**config.mk**
```make
export PLATFORM = sky130hd
export DESIGN_NAME = emu_entry_ctrl
export DESIGN_NICKNAME = d
export VERILOG_FILES = /design/src/rtl/emu_pkg.sv /design/src/rtl/emu_rst_window.sv /design/src/rtl/emu_src_arb.sv /design/src/rtl/emu_entry_ctrl.sv
export SDC_FILE = /design/constraint.sdc
export NUM_CORES = 1
export LEC_CHECK = 0
export BUFFER_PORTS_ARGS = -buffer_cell sky130_fd_sc_hd__buf_4
export CAP_MARGIN = 5
export CORE_MARGIN = 3
export CORE_UTILIZATION = 35
export DETAILED_ROUTE_END_ITERATION = 16
export PLACE_DENSITY_LB_ADDON = 0.15
export SYNTH_ARGS = -nofsm -noshare
export SYNTH_HDL_FRONTEND = slang
export SYNTH_SLANG_ARGS = --single-unit
```
**constraint.sdc**
```tcl
create_clock -name clk -period 2.3 [get_ports clk]
set_input_delay 0.575 -clock clk [delete_from_list [all_inputs] [get_ports clk]]
set_output_delay 0.575 -clock clk [all_outputs]
set_load 0.02 [all_outputs]
```
**src/rtl/emu_pkg.sv**
```systemverilog
package emu_pkg;

  localparam int VEC_W = 10;
  localparam int PST_W = 4;

  typedef enum logic [1:0] {
    ST_RWAIT,
    ST_NORM,
    ST_EMU_EXC,
    ST_EMU_RUN
  } mode_st_e;

  typedef enum logic [2:0] {
    SRC_NONE,
    SRC_BKPT,
    SRC_TRACE,
    SRC_EMUINT,
    SRC_IRQ
  } src_e;

  localparam logic [VEC_W-1:0] OFF_RESET  = 10'h004;
  localparam logic [VEC_W-1:0] OFF_TRACE  = 10'h024;
  localparam logic [VEC_W-1:0] OFF_EMUINT = 10'h030;

  localparam logic [PST_W-1:0] PST_IDLE    = 4'h0;
  localparam logic [PST_W-1:0] PST_EMU_EXC = 4'h8;

  // vector offset for a boundary source
  function automatic logic [VEC_W-1:0] vec_of(src_e s, logic [VEC_W-1:0] irq_off);
    case (s)
      SRC_BKPT, SRC_EMUINT: return OFF_EMUINT;
      SRC_TRACE:            return OFF_TRACE;
      SRC_IRQ:              return irq_off;
      default:              return OFF_RESET;
    endcase
  endfunction

  function automatic logic six_word(src_e s);
    return s == SRC_TRACE;
  endfunction

  function automatic logic saves_cur_pc(src_e s);
    return s == SRC_BKPT;
  endfunction

  // does this source steer into emulator mode
  function automatic logic enters_emu(src_e s, logic trc_en);
    case (s)
      SRC_BKPT, SRC_EMUINT: return 1'b1;
      SRC_TRACE:            return trc_en;
      default:              return 1'b0;
    endcase
  endfunction

endpackage

```
**src/rtl/emu_rst_window.sv**
```systemverilog
module emu_rst_window #(
  parameter int WIN = 16
) (
  input  logic clk,
  input  logic rst_n,
  output logic active,
  output logic last
);
  localparam int CW = $clog2(WIN + 1);

  logic [CW-1:0] cnt;

  assign last = active && (cnt == CW'(WIN - 1));

  always_ff @(posedge clk or negedge rst_n) begin
    if (!rst_n) begin
      cnt    <= '0;
      active <= 1'b1;
    end else if (active) begin
      if (last) active <= 1'b0;
      else      cnt    <= cnt + 1'b1;
    end
  end

  // window closes right after its final cycle and stays closed
  assert_window_closes_R1: assert property (@(posedge clk) disable iff (!rst_n)
    last |=> !active);
  assert_window_stays_shut_R1: assert property (@(posedge clk) disable iff (!rst_n)
    !active |=> !active);

endmodule

```
**src/rtl/emu_src_arb.sv**
```systemverilog
module emu_src_arb
  import emu_pkg::*;
(
  input  logic clk,
  input  logic rst_n,
  input  logic take_ok,
  input  logic bkpt_hit,
  input  logic trace_hit,
  input  logic emu_req,
  input  logic irq_hit,
  output src_e src
);

  always_comb begin
    src = SRC_NONE;
    if (take_ok) begin
      if (bkpt_hit)       src = SRC_BKPT;
      else if (trace_hit) src = SRC_TRACE;
      else if (emu_req)   src = SRC_EMUINT;
      else if (irq_hit)   src = SRC_IRQ;
    end
  end

  // regular interrupt only wins when nothing above it asks
  assert_irq_lowest_R6: assert property (@(posedge clk) disable iff (!rst_n)
    (src == SRC_IRQ) |-> !(bkpt_hit || trace_hit || emu_req));
  // emulator interrupt never overrides trace or breakpoint
  assert_emuint_below_trace_R6: assert property (@(posedge clk) disable iff (!rst_n)
    (src == SRC_EMUINT) |-> !(bkpt_hit || trace_hit));

endmodule

```
**src/rtl/emu_entry_ctrl.sv**
```systemverilog
module emu_entry_ctrl
  import emu_pkg::*;
#(
  parameter int               RST_WINDOW  = 16,
  parameter logic [VEC_W-1:0] IRQ_VEC_OFF = 10'h064
) (
  input  logic             clk,
  input  logic             rst_n,
  input  logic             dbg_emu_cmd,
  input  logic             bkpt_en,
  input  logic             trace_en,
  input  logic             insn_boundary,
  input  logic             bkpt_insn,
  input  logic             trace_pend,
  input  logic             irq_req,
  input  logic             rte_done,
  output logic             emu_mode,
  output logic             exc_start,
  output logic [VEC_W-1:0] exc_vec_off,
  output logic             exc_frame_six,
  output logic             exc_save_cur_pc,
  output logic             alt_space,
  output logic             int_mask,
  output logic [PST_W-1:0] pst
);

  // named internal events
  logic     win_active;
  logic     win_last;
  logic     rst_take;
  logic     rst_emu;
  logic     emu_req;
  logic     take_ok;
  logic     sel_emu;
  logic     rte_exit;
  src_e     src;
  mode_st_e state_q, state_d;
  logic     rst_cmd_q;
  logic     pend_q;

  emu_rst_window #(.WIN(RST_WINDOW)) u_window (
    .clk    (clk),
    .rst_n  (rst_n),
    .active (win_active),
    .last   (win_last)
  );

  always_comb begin
    take_ok  = (state_q == ST_NORM) && insn_boundary;
    emu_req  = pend_q || (dbg_emu_cmd && !win_active);
    rst_take = win_active && win_last;
    rst_emu  = rst_cmd_q || dbg_emu_cmd;
    rte_exit = (state_q == ST_EMU_RUN) && rte_done;
  end

  emu_src_arb u_arb (
    .clk       (clk),
    .rst_n     (rst_n),
    .take_ok   (take_ok),
    .bkpt_hit  (bkpt_insn && bkpt_en),
    .trace_hit (trace_pend),
    .emu_req   (emu_req),
    .irq_hit   (irq_req),
    .src       (src)
  );

  assign sel_emu = enters_emu(src, trace_en);

  always_comb begin
    state_d = state_q;
    case (state_q)
      ST_RWAIT:   if (rst_take) state_d = rst_emu ? ST_EMU_EXC : ST_NORM;
      ST_NORM:    if (sel_emu) state_d = ST_EMU_EXC;
      ST_EMU_EXC: if (insn_boundary) state_d = ST_EMU_RUN;
      ST_EMU_RUN: if (rte_exit) state_d = ST_NORM;
      default:    state_d = ST_RWAIT;
    endcase
  end

  always_ff @(posedge clk or negedge rst_n) begin
    if (!rst_n) begin
      state_q         <= ST_RWAIT;
      rst_cmd_q       <= 1'b0;
      pend_q          <= 1'b0;
      exc_start       <= 1'b0;
      exc_vec_off     <= '0;
      exc_frame_six   <= 1'b0;
      exc_save_cur_pc <= 1'b0;
    end else begin
      state_q <= state_d;
      if (win_active && dbg_emu_cmd) rst_cmd_q <= 1'b1;
      if (src == SRC_EMUINT) pend_q <= 1'b0;
      else if (emu_req)      pend_q <= 1'b1;
      if (rst_take) begin
        exc_start       <= 1'b1;
        exc_vec_off     <= OFF_RESET;
        exc_frame_six   <= 1'b0;
        exc_save_cur_pc <= 1'b0;
      end else if (src != SRC_NONE) begin
        exc_start       <= 1'b1;
        exc_vec_off     <= vec_of(src, IRQ_VEC_OFF);
        exc_frame_six   <= six_word(src);
        exc_save_cur_pc <= saves_cur_pc(src);
      end else begin
        exc_start <= 1'b0;
      end
    end
  end

  always_comb begin
    emu_mode  = (state_q == ST_EMU_EXC) || (state_q == ST_EMU_RUN);
    alt_space = emu_mode;
    int_mask  = emu_mode;
    pst       = (state_q == ST_EMU_EXC) ? PST_EMU_EXC : PST_IDLE;
  end

  // reset exception starts as the window closes, with the reset offset
  assert_reset_vector_R1: assert property (@(posedge clk) disable iff (!rst_n)
    $fell(win_active) |-> (exc_start && exc_vec_off == OFF_RESET));
  // a command latched during the window yields an emulator reset
  assert_reset_emu_R2: assert property (@(posedge clk) disable iff (!rst_n)
    (rst_take && rst_emu) |=> (emu_mode && alt_space));
  // non-reset starts only follow a boundary
  assert_start_on_boundary_R7: assert property (@(posedge clk) disable iff (!rst_n)
    (exc_start && !$past(win_active)) |-> $past(insn_boundary));
  // nothing starts while in emulator mode
  assert_no_start_in_emu_R8: assert property (@(posedge clk) disable iff (!rst_n)
    emu_mode |=> !exc_start);
  // status code marks emulator entry
  assert_pst_on_entry_R9: assert property (@(posedge clk) disable iff (!rst_n)
    (exc_start && emu_mode) |-> (pst == PST_EMU_EXC));
  // RTE leaves emulator mode and the alternate space
  assert_rte_exit_R10: assert property (@(posedge clk) disable iff (!rst_n)
    rte_exit |=> (!emu_mode && !alt_space));
  // trace exceptions always use the long frame
  assert_trace_frame_R5: assert property (@(posedge clk) disable iff (!rst_n)
    (exc_start && exc_vec_off == OFF_TRACE) |-> exc_frame_six);
  // a held request survives emulator mode
  assert_pend_held_R11: assert property (@(posedge clk) disable iff (!rst_n)
    (pend_q && emu_mode) |=> pend_q);

endmodule

```
* Word level (Yosys, flattened, before mapping)
Cells that the tools add are included. W data, S select, Z words.
Storage, ports and cells: register bits after elaboration 23, word-level logic and storage cells 67, input port bits 10
Operators by class: add/sub/neg operators 1, reductions and logical operators 18, eq/ne operators 12, muxes and demuxes 26, bitwise gates (word level) 1
Operators with widths (number):
- $pmux W7 S3 | 1
- $mux W10 | 2
- $mux W3 | 5
- $mux W1 | 10
- $mux W2 | 5
- $ne A2 B2 Y1 const B | 4
- $pmux W2 S4 | 1
- $logic_and A1 B1 Y1 | 7
- $eq A3 B2 Y1 const B | 2
- $add A5 B1 Y5 const B | 1
- $eq A5 B4 Y1 const B | 1
- $eq A2 B2 Y1 const B | 2
- $mux W4 | 1
- $reduce_and A4 Y1 | 1
- $reduce_bool A2 Y1 | 2
- $eq A3 B1 Y1 const B | 1
- $eq A3 B3 Y1 const B | 1
- $logic_or A1 B1 Y1 | 3
- $reduce_bool A3 Y1 | 1
- $eq A2 B1 Y1 const B | 1
- $logic_not A2 Y1 | 1
- $pmux W1 S2 | 1
- $reduce_and A2 Y1 | 1
- $reduce_or A2 Y1 | 1
- 2 further kinds | 2

* Longest topological paths before layout
word-level depth 12, gate-level depth with buffers 7, gate-level depth less buffers 7

* Hierarchy
Synthesis repeated with hierarchy kept, for this count alone.
Second synthesis, totals: cells, all modules 98, area total of the unflattened synthesis 962.2 um^2
Modules (own cells, without submodules):
- emu_entry_ctrl | cells an instance 70, sequential area each 275.3 um^2, times used 1, area each 658.1 um^2
- emu_rst_window | cells an instance 23, sequential area each 151.4 um^2, times used 1, area each 269.0 um^2
- emu_src_arb | cells an instance 5, sequential area each 0.0 um^2, times used 1, area each 35.0 um^2

* Worst setup path after synthesis
No wires, ideal clock.
path kind flip-flop to output port, start reg state_q[0], end out emu_mode, setup slack 0.534 ns, buffers on the path 1, cell stages (with the launch flop) 6, data arrival time 1.191 ns, cell sequence dfrtp_1 inv_1 ha_1 nor2_1 inv_1 buf_4
On the way: cells in the longest elaborated chain, start to end 2, elaborated cells on any way between the ends 3
RTL lines:
- start: declaration | line emu_entry_ctrl.sv:37 | mode_st_e state_q, state_d;
- start signal: assignment | line emu_entry_ctrl.sv:90 | state_q <= state_d;
- $eq A2 B2 Y1 | line emu_entry_ctrl.sv:111 | emu_mode = (state_q == ST_EMU_EXC) || (state_q == ST_EMU_RUN);
- $logic_or A1 B1 Y1 * | line emu_entry_ctrl.sv:111
- end: declaration | line emu_entry_ctrl.sv:17 | output logic emu_mode,
Every way passes the cells marked *; elsewhere a longest branch is shown, timed or not.

* Worst setup path after layout
start reg state_q[0], end out int_mask
On the way: cells in the longest elaborated chain, start to end 2, elaborated cells on any way between the ends 3
RTL lines:
- $eq A2 B2 Y1 | line emu_entry_ctrl.sv:111
- $logic_or A1 B1 Y1 * | line emu_entry_ctrl.sv:111
- end: declaration | line emu_entry_ctrl.sv:23 | output logic int_mask,
Marks and branches as above.

==> results.tsv <==
stage	metric	value	unit
clock_network	hold buffers post-CTS	0	
status	status	finished, final reports clean	
global_routing	initial antenna violation count	0	
synthesis	compound-cell area share of the yosys netlist	0.150	
critical_path	Setup crit end kind	output port	
die	io pins	30	
final_layout	Final Core Density	0.439	
route	post-route antenna net violation count	0	
flow_run	MaxCap Viol Count	0	
critical_path	crit path max-delay cell type	dfrtp_1	
route	Initial DRT Pass Iterations	4	
global_routing	largest net degree at the start of global routing	18	
die	Starting Density	0.377	
route	WL per Instance	11.6	um
critical_path	crit path launch type	flop	
sta	RSZ-0062 raised after global routing	false	
synthesis	sequential fraction of the synthesis area	0.445	
route	Via Count	658	
final_layout	# diodes	0	
synthesis	post-synthesis simple-gate area fraction	0.133	
synthesis	xor/xnor cell area share of the yosys netlist	0.0274	
place	HPWL after DPL	1.33	mm
die	die width	58.4	um
clock_network	Worst-path clk slew	110	ps
route	routed wire length	1.66	mm
synthesis	post-synthesis cell type with the largest combined area	dfrtp_1	
die	die height	58.4	um
critical_path	CP max FO	4	
global_routing	total gr overflow	0	
critical_path	WS Path Type	reg -> out	
synthesis	Area contributors post-synth	dfrtp_1 42%, buf_4 8.6%, ha_1 7.8%	
final_layout	Final Net Count	130	
synthesis	count leader, synth	dfrtp_1	
global_routing	first-pass GRT wire length	2.84	mm
critical_path	Worst EP required	1730	ps
clock_network	post-CTS setup buffer count	0	
critical_path	crit-path cells	inv_1 > ha_1 > nor2_1 > inv_1 > buf_4	
sta	Hold Violations, Final	0	
sta	crit path time final	1980	ps
critical_path	Critical R2R Launch	u_window.cnt[0]$_DFFE_PN0P_	
pwr	Power Dens Cells	1070	nW/um^2
die	Row Count	18	
synthesis	Post-Synthesis Mean Instance Area	10.3	um^2
sta	Setup TNS	0	ps
place	# port buffers	20	
clock_network	TritonCTS Buffers	3	
clock_network	Clock Tree Buf Depth	2	
clock_network	CTS sink count	17	
global_routing	number of global-route vias before repair	630	
pwr	peak supply drop	0.000504	V
synthesis	Synth cell types	33	
clock_network	CTS-repair resized insts	0	
die	Die Footprint	3410	um^2
sta	Worst Clk Skew	2.97	ps
synthesis	Syn. warnings	0	
synthesis	Mapped Area	960	um^2
synthesis	number of flops mapped to enable cells by yosys	0	
critical_path	Critical Path Max Stage Delay	420	ps
hold_path	min-delay worst type	in -> async	
synthesis	most common flop cell mapped by yosys	dfrtp_1	
sta	Max Clk Rate	506	MHz
sta	worst hold slack	124	ps
route	# DRC	0	
route	Starting DRT DRC Count	27	
pwr	PnR Total Power	1200	uW
route	Via density	4.60	
critical_path	WP data arrival	1400	ps
place	pre-CTS setup slack	458	ps
final_layout	share of cells above drive strength 1	0.257	
synthesis	post-synthesis mux area share	0.0482	
pwr	leak pwr	0.000592	uW
final_layout	Filler cells	258	
synthesis	#FFs+latches synth	17	
sta	max-slew violations	0	
final_layout	area grow syn2layout	16.4	%
clock_network	CTS tree	yes	
synthesis	asr flop ratio synth	1.00	
synthesis	Commonest cells post-synth	16 x dfrtp_1, 11 x buf_4, 7 x nand2_1	
clock_network	Root Buffer	clkbuf_4	
critical_path	CP startpoint	state_q[0]$_DFFE_PN0P_	
clock_network	worst skew pair latency	290	ps
sta	Final Setup Violations	0	
synthesis	Post-Synthesis Cells	93	
die	core area	2540	um^2
synthesis	Synth top area share	0.417	
critical_path	most used cell, CP	inv_1	
synthesis	Post-Synth Adder-Cell Area	0.0782	
synthesis	largest family of logic cells by synthesized area	compound AO/OA/AOI/OAI gates	
global_routing	GRT Total Usage	0.109	
place	GP Congestion	0.763	
clock_network	H-tree depth	1	
sta	Final period util	0.859	
sta	Setup WS post-layout	323	ps
[layout by cell type, fill, tap and decap left out, drive strengths merged]
cell    Yosys  layout
inv         6       6
o22a        1       1
o211ai      1       1
nand2b      1       1
conb        1       9
nand2       7       7
o211a       2       2
clkinv      0       1
o21ai       3       3
xor2        1       1
mux2i       2       2
a21oi       6       6
dfrtp      16      16
nor4        1       1
a21o        2       2
a31oi       1       1
and3        1       1
buf        12      20
nand4       1       1
mux2        2       2
nor2        4       4
a311o       1       1
o21bai      2       2
and2        2       2
dfstp       1       1
nand3       2       2
clkbuf      0       3
a21boi      1       1
xnor2       2       2
ha          6       6
nor2b       5       5
[routing by layer]
layer  track usage  part of all wire  vias up
met5             0                 0        -
met4        0.0397                 0        0
met3        0.0263             0.081        0
met2         0.166              0.48       22
met1         0.151              0.44      304
li1              -                 -      332
[power by group]
group	internal, uW	switching [uW]
Clock	64.6	101
Sequential	370	42.3
Combinational	280	342
[through the flow]
| step | area [um^2] | instances |
|---|---|---|
| final | 1120 | 143 |
| after global routing | 1120 | 143 |
| after CTS | 1120 | 143 |
| after detailed placement | 1090 | 139 |
| after global placement | 1090 | 139 |
| after floorplan | 990 | 101 |
[area by class of cell]
| cell class | count | area, um^2 | share of cell area |
|---|---|---|---|
| clock buffers | 3 | 22.5 | 0.0202 |
| clock inverters | 1 | 5.00 | 0.00448 |
| inverters | 6 | 22.5 | 0.0202 |
| multi-input cells | 66 | 453 | 0.405 |
| flip-flops and latches | 17 | 427 | 0.382 |
| well taps | 30 | 37.5 | 0.0336 |
| repair buffers | 20 | 150 | 0.134 |
[kinds of logic after synthesis]
family / Yosys count
xor gates and xnor gates: 3
buffers and inverters: 18
muxes: 4
DFF: 17
and+or+nand+nor: 24
adders and majority gates: 6
other: 1
AOI/OAI and AO/OA: 20
[state kept, by name, summed over array words and instances, names as in the netlist]
signal,flops
u_window.cnt,5
rst_cmd_q,1
exc_start,1
exc_frame_six,1
state_q,2
exc_save_cur_pc,1
pend_q,1
exc_vec_off,4
u_window.active,1
[worst max-delay path: cells and delay by family (launching register included)]
kind / cells / cell delay (ps)
DFF: 1 / 420
and+or+nand+nor: 1 / 130
buffers and inverters: 3 / 320
adders and majority gates: 1 / 230
[path summary, 6_finish.rpt]
path | depth (start not counted) | endpoint | slack (ps)
hold / removal | 1 | pend_q$_DFFE_PN0P_ | 120
max in group asynchronous | 1 | u_window.active$_DFF_PN1_ | 1920
setup / recovery | 5 | int_mask | 320
hold reg to reg | 1 | rst_cmd_q$_DFFE_PN0P_ | 470
setup reg to reg | 5 | u_window.cnt[1]$_DFFE_PN0P_ | 470
min in group clk | 1 | rst_cmd_q$_DFFE_PN0P_ | 470
(Power assumes the default switching activity.)
